## config.mk

```make
export PLATFORM = sky130hd
export DESIGN_NAME = stack_cpu
export DESIGN_NICKNAME = d
export VERILOG_FILES = /design/src/rtl/stack_cpu_pkg.sv /design/src/rtl/stack_cpu_decode.sv /design/src/rtl/stack_cpu_alu.sv /design/src/rtl/stack_cpu_lifo.sv /design/src/rtl/stack_cpu.sv
export SDC_FILE = /design/constraint.sdc
export NUM_CORES = 2
export LEC_CHECK = 0
export ABC_AREA = 1
export BUFFER_PORTS_ARGS = -buffer_cell sky130_fd_sc_hd__buf_4
export CAP_MARGIN = 10
export CELL_PAD_IN_SITES_DETAIL_PLACEMENT = 1
export CELL_PAD_IN_SITES_GLOBAL_PLACEMENT = 1
export CORE_ASPECT_RATIO = 1.1
export CORE_MARGIN = 2
export CORE_UTILIZATION = 34
export CTS_CLUSTER_DIAMETER = 100
export DETAILED_ROUTE_END_ITERATION = 7
export PLACE_DENSITY = 0.61
export RECOVER_POWER = 100
export SYNTH_ARGS = -nofsm -noshare
export SYNTH_HDL_FRONTEND = slang
export SYNTH_SLANG_ARGS = --single-unit
```

## constraint.sdc

```tcl
create_clock -name clk_i -period 4.6 [get_ports clk_i]
set_input_delay 0.69 -clock clk_i [delete_from_list [all_inputs] [get_ports clk_i]]
set_output_delay 0.69 -clock clk_i [all_outputs]
set_load 0.05 [all_outputs]
```

## src/rtl/stack_cpu_pkg.sv

```systemverilog
package stack_cpu_pkg;

  localparam int unsigned XLEN = 16;
  localparam int unsigned PCW  = 13;

  typedef enum logic [3:0] {
    OP_T     = 4'd0,
    OP_N     = 4'd1,
    OP_ADD   = 4'd2,
    OP_AND   = 4'd3,
    OP_OR    = 4'd4,
    OP_XOR   = 4'd5,
    OP_INV   = 4'd6,
    OP_EQ    = 4'd7,
    OP_LTS   = 4'd8,
    OP_SHR   = 4'd9,
    OP_DEC   = 4'd10,
    OP_R     = 4'd11,
    OP_LD    = 4'd12,
    OP_SHL   = 4'd13,
    OP_DEPTH = 4'd14,
    OP_LTU   = 4'd15
  } alu_op_e;

  typedef struct packed {
    logic       r2pc;
    alu_op_e    op;
    logic       t2n;
    logic       t2r;
    logic       st;
    logic       rsvd;
    logic [1:0] rd;
    logic [1:0] dd;
  } alu_fld_t;

  typedef enum logic [1:0] {
    TS_KEEP = 2'd0,
    TS_LIT  = 2'd1,
    TS_N    = 2'd2,
    TS_ALU  = 2'd3
  } t_src_e;

  typedef enum logic [1:0] {
    PS_INC = 2'd0,
    PS_TGT = 2'd1,
    PS_CBR = 2'd2,
    PS_RET = 2'd3
  } pc_src_e;

  typedef struct packed {
    t_src_e     t_src;
    pc_src_e    pc_src;
    alu_op_e    op;
    logic [1:0] dd;
    logic [1:0] rd;
    logic       ds_we;
    logic       rs_we;
    logic       rs_link;
    logic       st;
  } ctrl_t;

endpackage

```

## src/rtl/stack_cpu_decode.sv

```systemverilog
module stack_cpu_decode
  import stack_cpu_pkg::*;
(
  input  logic [XLEN-1:0] insn_i,
  output ctrl_t           ctrl_o
);

  alu_fld_t fld;
  assign fld = alu_fld_t'(insn_i[12:0]);

  logic unused_rsvd;
  assign unused_rsvd = fld.rsvd;

  always_comb begin
    ctrl_o         = '0;
    ctrl_o.t_src   = TS_KEEP;
    ctrl_o.pc_src  = PS_INC;
    ctrl_o.op      = fld.op;
    if (insn_i[15]) begin
      ctrl_o.t_src = TS_LIT;
      ctrl_o.dd    = 2'b01;
      ctrl_o.ds_we = 1'b1;
    end else begin
      unique case (insn_i[14:13])
        2'b00: ctrl_o.pc_src = PS_TGT;
        2'b01: begin
          ctrl_o.pc_src = PS_CBR;
          ctrl_o.t_src  = TS_N;
          ctrl_o.dd     = 2'b11;
        end
        2'b10: begin
          ctrl_o.pc_src  = PS_TGT;
          ctrl_o.rd      = 2'b01;
          ctrl_o.rs_we   = 1'b1;
          ctrl_o.rs_link = 1'b1;
        end
        default: begin
          ctrl_o.t_src  = TS_ALU;
          ctrl_o.pc_src = fld.r2pc ? PS_RET : PS_INC;
          ctrl_o.dd     = fld.dd;
          ctrl_o.rd     = fld.rd;
          ctrl_o.ds_we  = fld.t2n;
          ctrl_o.rs_we  = fld.t2r;
          ctrl_o.st     = fld.st;
        end
      endcase
    end
  end

endmodule

```

## src/rtl/stack_cpu_alu.sv

```systemverilog
module stack_cpu_alu
  import stack_cpu_pkg::*;
(
  input  alu_op_e         op_i,
  input  logic [XLEN-1:0] t_i,
  input  logic [XLEN-1:0] n_i,
  input  logic [XLEN-1:0] r_i,
  input  logic [XLEN-1:0] ld_i,
  input  logic [XLEN-1:0] depth_i,
  output logic [XLEN-1:0] res_o
);

  localparam int unsigned SHW = $clog2(XLEN);

  logic [SHW-1:0] sh;
  assign sh = t_i[SHW-1:0];

  always_comb begin
    unique case (op_i)
      OP_T:     res_o = t_i;
      OP_N:     res_o = n_i;
      OP_ADD:   res_o = t_i + n_i;
      OP_AND:   res_o = t_i & n_i;
      OP_OR:    res_o = t_i | n_i;
      OP_XOR:   res_o = t_i ^ n_i;
      OP_INV:   res_o = ~t_i;
      OP_EQ:    res_o = {XLEN{n_i == t_i}};
      OP_LTS:   res_o = {XLEN{$signed(n_i) < $signed(t_i)}};
      OP_SHR:   res_o = n_i >> sh;
      OP_DEC:   res_o = t_i - XLEN'(1);
      OP_R:     res_o = r_i;
      OP_LD:    res_o = ld_i;
      OP_SHL:   res_o = n_i << sh;
      OP_DEPTH: res_o = depth_i;
      default:  res_o = {XLEN{n_i < t_i}};
    endcase
  end

  always_comb begin
    if (op_i == OP_EQ || op_i == OP_LTS || op_i == OP_LTU)
      AST_CMP_MASK: assert (res_o == '0 || res_o == '1);
  end

endmodule

```

## src/rtl/stack_cpu_lifo.sv

```systemverilog
module stack_cpu_lifo #(
  parameter int unsigned WIDTH = 16,
  parameter int unsigned DEPTH = 32,
  localparam int unsigned AW   = $clog2(DEPTH)
) (
  input  logic             clk_i,
  input  logic             rst_ni,
  input  logic [1:0]       dlt_i,
  input  logic             we_i,
  input  logic [WIDTH-1:0] wdata_i,
  output logic [WIDTH-1:0] top_o,
  output logic [AW-1:0]    ptr_o
);

  logic [WIDTH-1:0] mem_q [DEPTH];
  logic [AW-1:0]    ptr_q, ptr_d;

  // power-of-two depth gives modulo wrap for free
  assign ptr_d = ptr_q + {{(AW-2){dlt_i[1]}}, dlt_i};

  always_ff @(posedge clk_i or negedge rst_ni) begin
    if (!rst_ni) begin
      ptr_q <= '0;
      for (int i = 0; i < DEPTH; i++) mem_q[i] <= '0;
    end else begin
      ptr_q <= ptr_d;
      if (we_i) mem_q[ptr_d] <= wdata_i;
    end
  end

  assign top_o = mem_q[ptr_q];
  assign ptr_o = ptr_q;

  AST_TOP_WRITE: assert property (@(posedge clk_i) disable iff (!rst_ni)
    we_i |=> top_o == $past(wdata_i));

endmodule

```

## src/rtl/stack_cpu.sv

```systemverilog
module stack_cpu
  import stack_cpu_pkg::*;
#(
  parameter int unsigned DS_DEPTH = 32,
  parameter int unsigned RS_DEPTH = 32
) (
  input  logic            clk_i,
  input  logic            rst_ni,
  output logic [PCW-1:0]  pc_o,
  input  logic [XLEN-1:0] insn_i,
  output logic [PCW-1:0]  addr_o,
  output logic [XLEN-1:0] wdata_o,
  output logic            mem_we_o,
  input  logic [XLEN-1:0] mem_rdata_i,
  output logic            io_we_o,
  input  logic [XLEN-1:0] io_rdata_i,
  output logic [XLEN-1:0] tos_o,
  output logic [XLEN-1:0] nos_o,
  output logic [XLEN-1:0] rtos_o
);

  localparam int unsigned DAW   = $clog2(DS_DEPTH);
  localparam int unsigned RAW   = $clog2(RS_DEPTH);
  localparam int unsigned HALF  = XLEN / 2;
  localparam int unsigned IOBIT = PCW;

  ctrl_t           ctrl;
  logic [PCW-1:0]  pc_q, pc_d, pc_inc;
  logic [XLEN-1:0] t_q, t_d;
  logic [XLEN-1:0] n, r, alu_res, ld_data, depth, rs_wdata;
  logic [DAW-1:0]  dsp;
  logic [RAW-1:0]  rsp;
  logic            io_sel;

  stack_cpu_decode u_dec (
    .insn_i (insn_i),
    .ctrl_o (ctrl)
  );

  stack_cpu_lifo #(.WIDTH(XLEN), .DEPTH(DS_DEPTH)) u_dstk (
    .clk_i   (clk_i),
    .rst_ni  (rst_ni),
    .dlt_i   (ctrl.dd),
    .we_i    (ctrl.ds_we),
    .wdata_i (t_q),
    .top_o   (n),
    .ptr_o   (dsp)
  );

  assign pc_inc   = pc_q + PCW'(1);
  assign rs_wdata = ctrl.rs_link ? XLEN'(pc_inc) : t_q;

  stack_cpu_lifo #(.WIDTH(XLEN), .DEPTH(RS_DEPTH)) u_rstk (
    .clk_i   (clk_i),
    .rst_ni  (rst_ni),
    .dlt_i   (ctrl.rd),
    .we_i    (ctrl.rs_we),
    .wdata_i (rs_wdata),
    .top_o   (r),
    .ptr_o   (rsp)
  );

  assign io_sel  = t_q[IOBIT];
  assign ld_data = io_sel ? io_rdata_i : mem_rdata_i;
  assign depth   = {HALF'(rsp), HALF'(dsp)};

  stack_cpu_alu u_alu (
    .op_i    (ctrl.op),
    .t_i     (t_q),
    .n_i     (n),
    .r_i     (r),
    .ld_i    (ld_data),
    .depth_i (depth),
    .res_o   (alu_res)
  );

  always_comb begin
    unique case (ctrl.t_src)
      TS_LIT:  t_d = {1'b0, insn_i[XLEN-2:0]};
      TS_N:    t_d = n;
      TS_ALU:  t_d = alu_res;
      default: t_d = t_q;
    endcase
    unique case (ctrl.pc_src)
      PS_TGT:  pc_d = insn_i[PCW-1:0];
      PS_CBR:  pc_d = (t_q == '0) ? insn_i[PCW-1:0] : pc_inc;
      PS_RET:  pc_d = r[PCW-1:0];
      default: pc_d = pc_inc;
    endcase
  end

  always_ff @(posedge clk_i or negedge rst_ni) begin
    if (!rst_ni) begin
      pc_q <= '0;
      t_q  <= '0;
    end else begin
      pc_q <= pc_d;
      t_q  <= t_d;
    end
  end

  assign pc_o     = pc_q;
  assign addr_o   = t_q[PCW-1:0];
  assign wdata_o  = n;
  assign mem_we_o = ctrl.st & ~io_sel;
  assign io_we_o  = ctrl.st & io_sel;
  assign tos_o    = t_q;
  assign nos_o    = n;
  assign rtos_o   = r;

  AST_LIT_PUSH: assert property (@(posedge clk_i) disable iff (!rst_ni)
    insn_i[15] |=> (tos_o == {1'b0, $past(insn_i[14:0])}) && (nos_o == $past(tos_o)));

  AST_JMP_TGT: assert property (@(posedge clk_i) disable iff (!rst_ni)
    (insn_i[15:13] == 3'b000) |=> pc_o == $past(insn_i[PCW-1:0]));

  AST_CBR_PATH: assert property (@(posedge clk_i) disable iff (!rst_ni)
    (insn_i[15:13] == 3'b001) |=>
      pc_o == (($past(tos_o) == '0) ? $past(insn_i[PCW-1:0]) : $past(pc_o) + PCW'(1)));

  AST_CALL_LINK: assert property (@(posedge clk_i) disable iff (!rst_ni)
    (insn_i[15:13] == 3'b010) |=>
      (rtos_o == XLEN'($past(pc_o) + PCW'(1))) && (pc_o == $past(insn_i[PCW-1:0])));

endmodule

```

==> impl_metrics.env <==
export IMPL_status="finished, violations left"
export IMPL_violations="capacitance limit, slew limit"
export IMPL_tightest_slew_ps=1960
export IMPL_num_vias=48500
export IMPL_nNetsFinal=6903
export IMPL_ir_drop_uv=543
export IMPL_ios=142
export IMPL_final_common_cell="nand2_1"
export IMPL_numCtsBuffers=121
export IMPL_worst_path_most_repeated_cell="nand2_1"
export IMPL_path_class="flop to flop"
export IMPL_combPwrFrac_pct=54.0
export IMPL_dpl_cell_area_mm2=0.0572
export IMPL_layout_drive_gt1_share_pct=13.3
export IMPL_gp_congestion=0.935
export IMPL_yosys_area_top_type="dfrtp_1"
export IMPL_async_flop_share_pct=100
export IMPL_p_leak_nw=28.6
export IMPL_power_net_switching_mw=26.4
export IMPL_seq_area_frac_synth_pct=50.5
export IMPL_holdWs_ps=229
export IMPL_power_density_mw_per_mm2=886
export IMPL_firstDrtPassIters=5
export IMPL_dieArea_mm2=0.158
export IMPL_ys_ff_latch=1063
export IMPL_drt_iter0_drc=3500
export IMPL_num_rows=151
export IMPL_synth_area_top_cells="dfrtp_1 51%, nand2_1 15%, o21ai_0 13%, nand3_1 4.7%, clkbuf_1 3.1%"
export IMPL_crit_path_start_kind="flop"
export IMPL_grt_overflow=0
export IMPL_yosysWarnings=0
export IMPL_cts_reportedPaths_clkPinSlew_ps=60
export IMPL_maxSlewViolCount=79
export IMPL_critical_path_max_stage_delay_ps=560
export IMPL_avgSynthCellArea_um2=7.90
export IMPL_p_int_mw=28.9
export IMPL_synth_edf_count=0
export IMPL_synth_area_mm2=0.0526
export IMPL_fin_skew_ps=64.0
export IMPL_coreArea_mm2=0.154
export IMPL_critPathRequiredTime_ps=5230
export IMPL_critPathSlowestCell="dfrtp_4"
export IMPL_max_freq_mhz=220
export IMPL_maxCapViolations=3
export IMPL_final_cell_mix="2017 x nand2_1, 1360 x o21ai_0, 1057 x dfrtp_1"
export IMPL_hold_violations=0
export IMPL_cp_endpoint="tos_o[5]$_DFFE_PN0P_"
export IMPL_ant_nets=0
export IMPL_synth_nets=6794
export IMPL_synthCells=6665
export IMPL_hpwl_mm=140
export IMPL_track_usage_pct=27.0
export IMPL_crit_fanout=10
export IMPL_min_period_ps=4540
export IMPL_timing_rr_start="u_dstk.ptr_o[0]$_DFF_PN0_"
export IMPL_finalPower_mw=55.3
export IMPL_fin_area_mm2=0.0624
export IMPL_grt_max_degree=152
export IMPL_power_frac_seq_pct=27.5
export IMPL_setup_viol=0
export IMPL_crit_arrival_ps=5170
export IMPL_crit_start="u_dstk.ptr_o[0]$_DFF_PN0_"
export IMPL_routed_wirelength_mm=219
export IMPL_pwr_share_clk_pct=18.5
export IMPL_end_kind="flop"
export IMPL_htreeDepth=3
export IMPL_reg2reg_setup_slack_ps=60
export IMPL_grt_pass1_vias=49900
export IMPL_synth_ff_type="dfrtp_1"
export IMPL_clk_latency_ps=780
export IMPL_min_period_over_period_pct=98.7
export IMPL_drc=0
export IMPL_die_width_um=379
export IMPL_grt_setup_unrepaired="true"
export IMPL_cts_sinks=1063
export IMPL_die_y_um=417
export IMPL_grt_pass1_wl_mm=325
export IMPL_maxSlewHeadroom_pct=-30.6
export IMPL_cts_tree="yes"
export IMPL_rr_endpoint="tos_o[5]$_DFFE_PN0P_"
export IMPL_hp_class="primary input to flop"
export IMPL_layout_area_overhead_vs_synth_pct=18.6
export IMPL_wl_per_cell_um=24.5
export IMPL_synth_distinct_cells=52
export IMPL_cts_buffer_depth=3
export IMPL_initial_core_util_pct=34.2
export IMPL_via_per_inst=5.42
export IMPL_p_sw_share_pct=47.8
export IMPL_min_delay_path_depth=3
export IMPL_ff2ff_path_depth=29
export IMPL_antenna_found_initial=6
export IMPL_root_buffer="clkbuf_16"
export IMPL_synth_top_area_share_pct=50.5
export IMPL_port_buffers=141
cell usage after synthesis, types with 15 or more instances:
library cell / n
nand2_1: 2042
buf_2: 66
nor2_1: 410
ha_1: 76
buf_6: 26
o22ai_1: 32
a31oi_1: 18
clkbuf_1: 429
nand4_1: 16
o221ai_1: 130
o211ai_1: 18
o21ai_0: 1385
nor3_1: 25
buf_4: 34
xor2_1: 17
dfrtp_1: 1063
nand3_1: 496
nand2_2: 15
o21ai_1: 30
buf_1: 21
a21oi_1: 78
inv_1: 135
cell families after synthesis:
logic type | count (synthesis) | synth area share (%)
and+or+nand+nor | 3033 | 23.2
AOI/OAI and AO/OA | 1739 | 17.9
DFF | 1063 | 50.5
buffers and inverters | 729 | 5.99
adders and majority gates | 79 | 1.92
xor gates and xnor gates | 20 | 0.333
muxes | 2 | 0.0380
critical path: cells and delay by family (launching register included):
family	cells	cell delay [ps]
AND/OR/NAND/NOR	13	1450
flip-flops	1	560
adder cells (fa/ha/maj)	1	300
AO/OA/AOI/OAI	6	880
buffers and inverters	9	1210
metrics by stage:
step	TNS [ps]	setup WS (ps)	instances	utilization, %
4_1_cts	-5.10	-5.10	8904	39.9
2_1_floorplan	0	832	6665	-
5_1_grt	-353	-128	8940	40.6
3_3_place_gp	-582	-110	8678	37.2
6_report	0	58.6	8941	40.6
3_5_place_dp	-1040	-145	8678	37.2
power by group through the flow:
stage / combinational, mW / clock, mW / sequential [mW]
after CTS: 28.2 / 10.5 / 15.2
after floorplan: 16.4 / 0 / 14.8
final: 29.9 / 10.2 / 15.2
after global routing: 32.4 / 10.8 / 15.6
after global placement: 27.7 / 0 / 15.2
after detailed placement: 28.1 / 0 / 15.3
flip-flops by register name, indices dropped and copies added (netlist names):
name and cells:
u_dstk.ptr_o 5, pc_o 13, tos_o 16, u_dstk.mem_q 512
u_rstk.mem_q 512, u_rstk.ptr_o 5
worst min path at each step:
stage	start	end
final	insn_i[12]	pc_o[12]$_DFF_PN0_
after global routing	insn_i[12]	pc_o[12]$_DFF_PN0_
after CTS	insn_i[12]	pc_o[12]$_DFF_PN0_
after detailed placement	u_rstk.mem_q[292]$_DFFE_PN0P_	u_rstk.mem_q[292]$_DFFE_PN0P_
after global placement	u_rstk.mem_q[46]$_DFFE_PN0P_	u_rstk.mem_q[46]$_DFFE_PN0P_
after floorplan	rst_ni	pc_o[0]$_DFF_PN0_
per-layer routing:
| metal | share of wire, % | GRT usage [%] | wire length, um | vias up |
|---|---|---|---|---|
| met3 | 4.3 | 3.40 | 9440 | 374 |
| met1 | 43 | 34.8 | 94100 | 24500 |
| met2 | 48 | 45.8 | 106000 | 1087 |
| li1 | - | - | - | 22500 |
| met5 | 0.076 | 0.711 | 167 | - |
| met4 | 4.3 | 11.0 | 9390 | 4 |
layout make-up:
type | instances | area [um^2]
inverter | 152 | 609
timing repair buffer | 557 | 4990
tap | 2065 | 2580
antenna | 1 | 2.50
timing repair inverter | 6 | 96.3
clock buffer | 174 | 3490
multi-input combinational | 4873 | 23400
clock inverter | 50 | 673
fill | 18400 | 91300
sequential | 1063 | 26600
timing repair:
action / CTS / global route
gates cloned: 1 / 17
pin swaps: 0 / 33
gates resized for setup: 3 / 141
hold buffers: 1 / 0
setup buffers: 0 / 20
endpoints found under the hold margin: 19 / 0
endpoints found under the setup margin: 17 / 16
(Power assumes the default switching activity.)
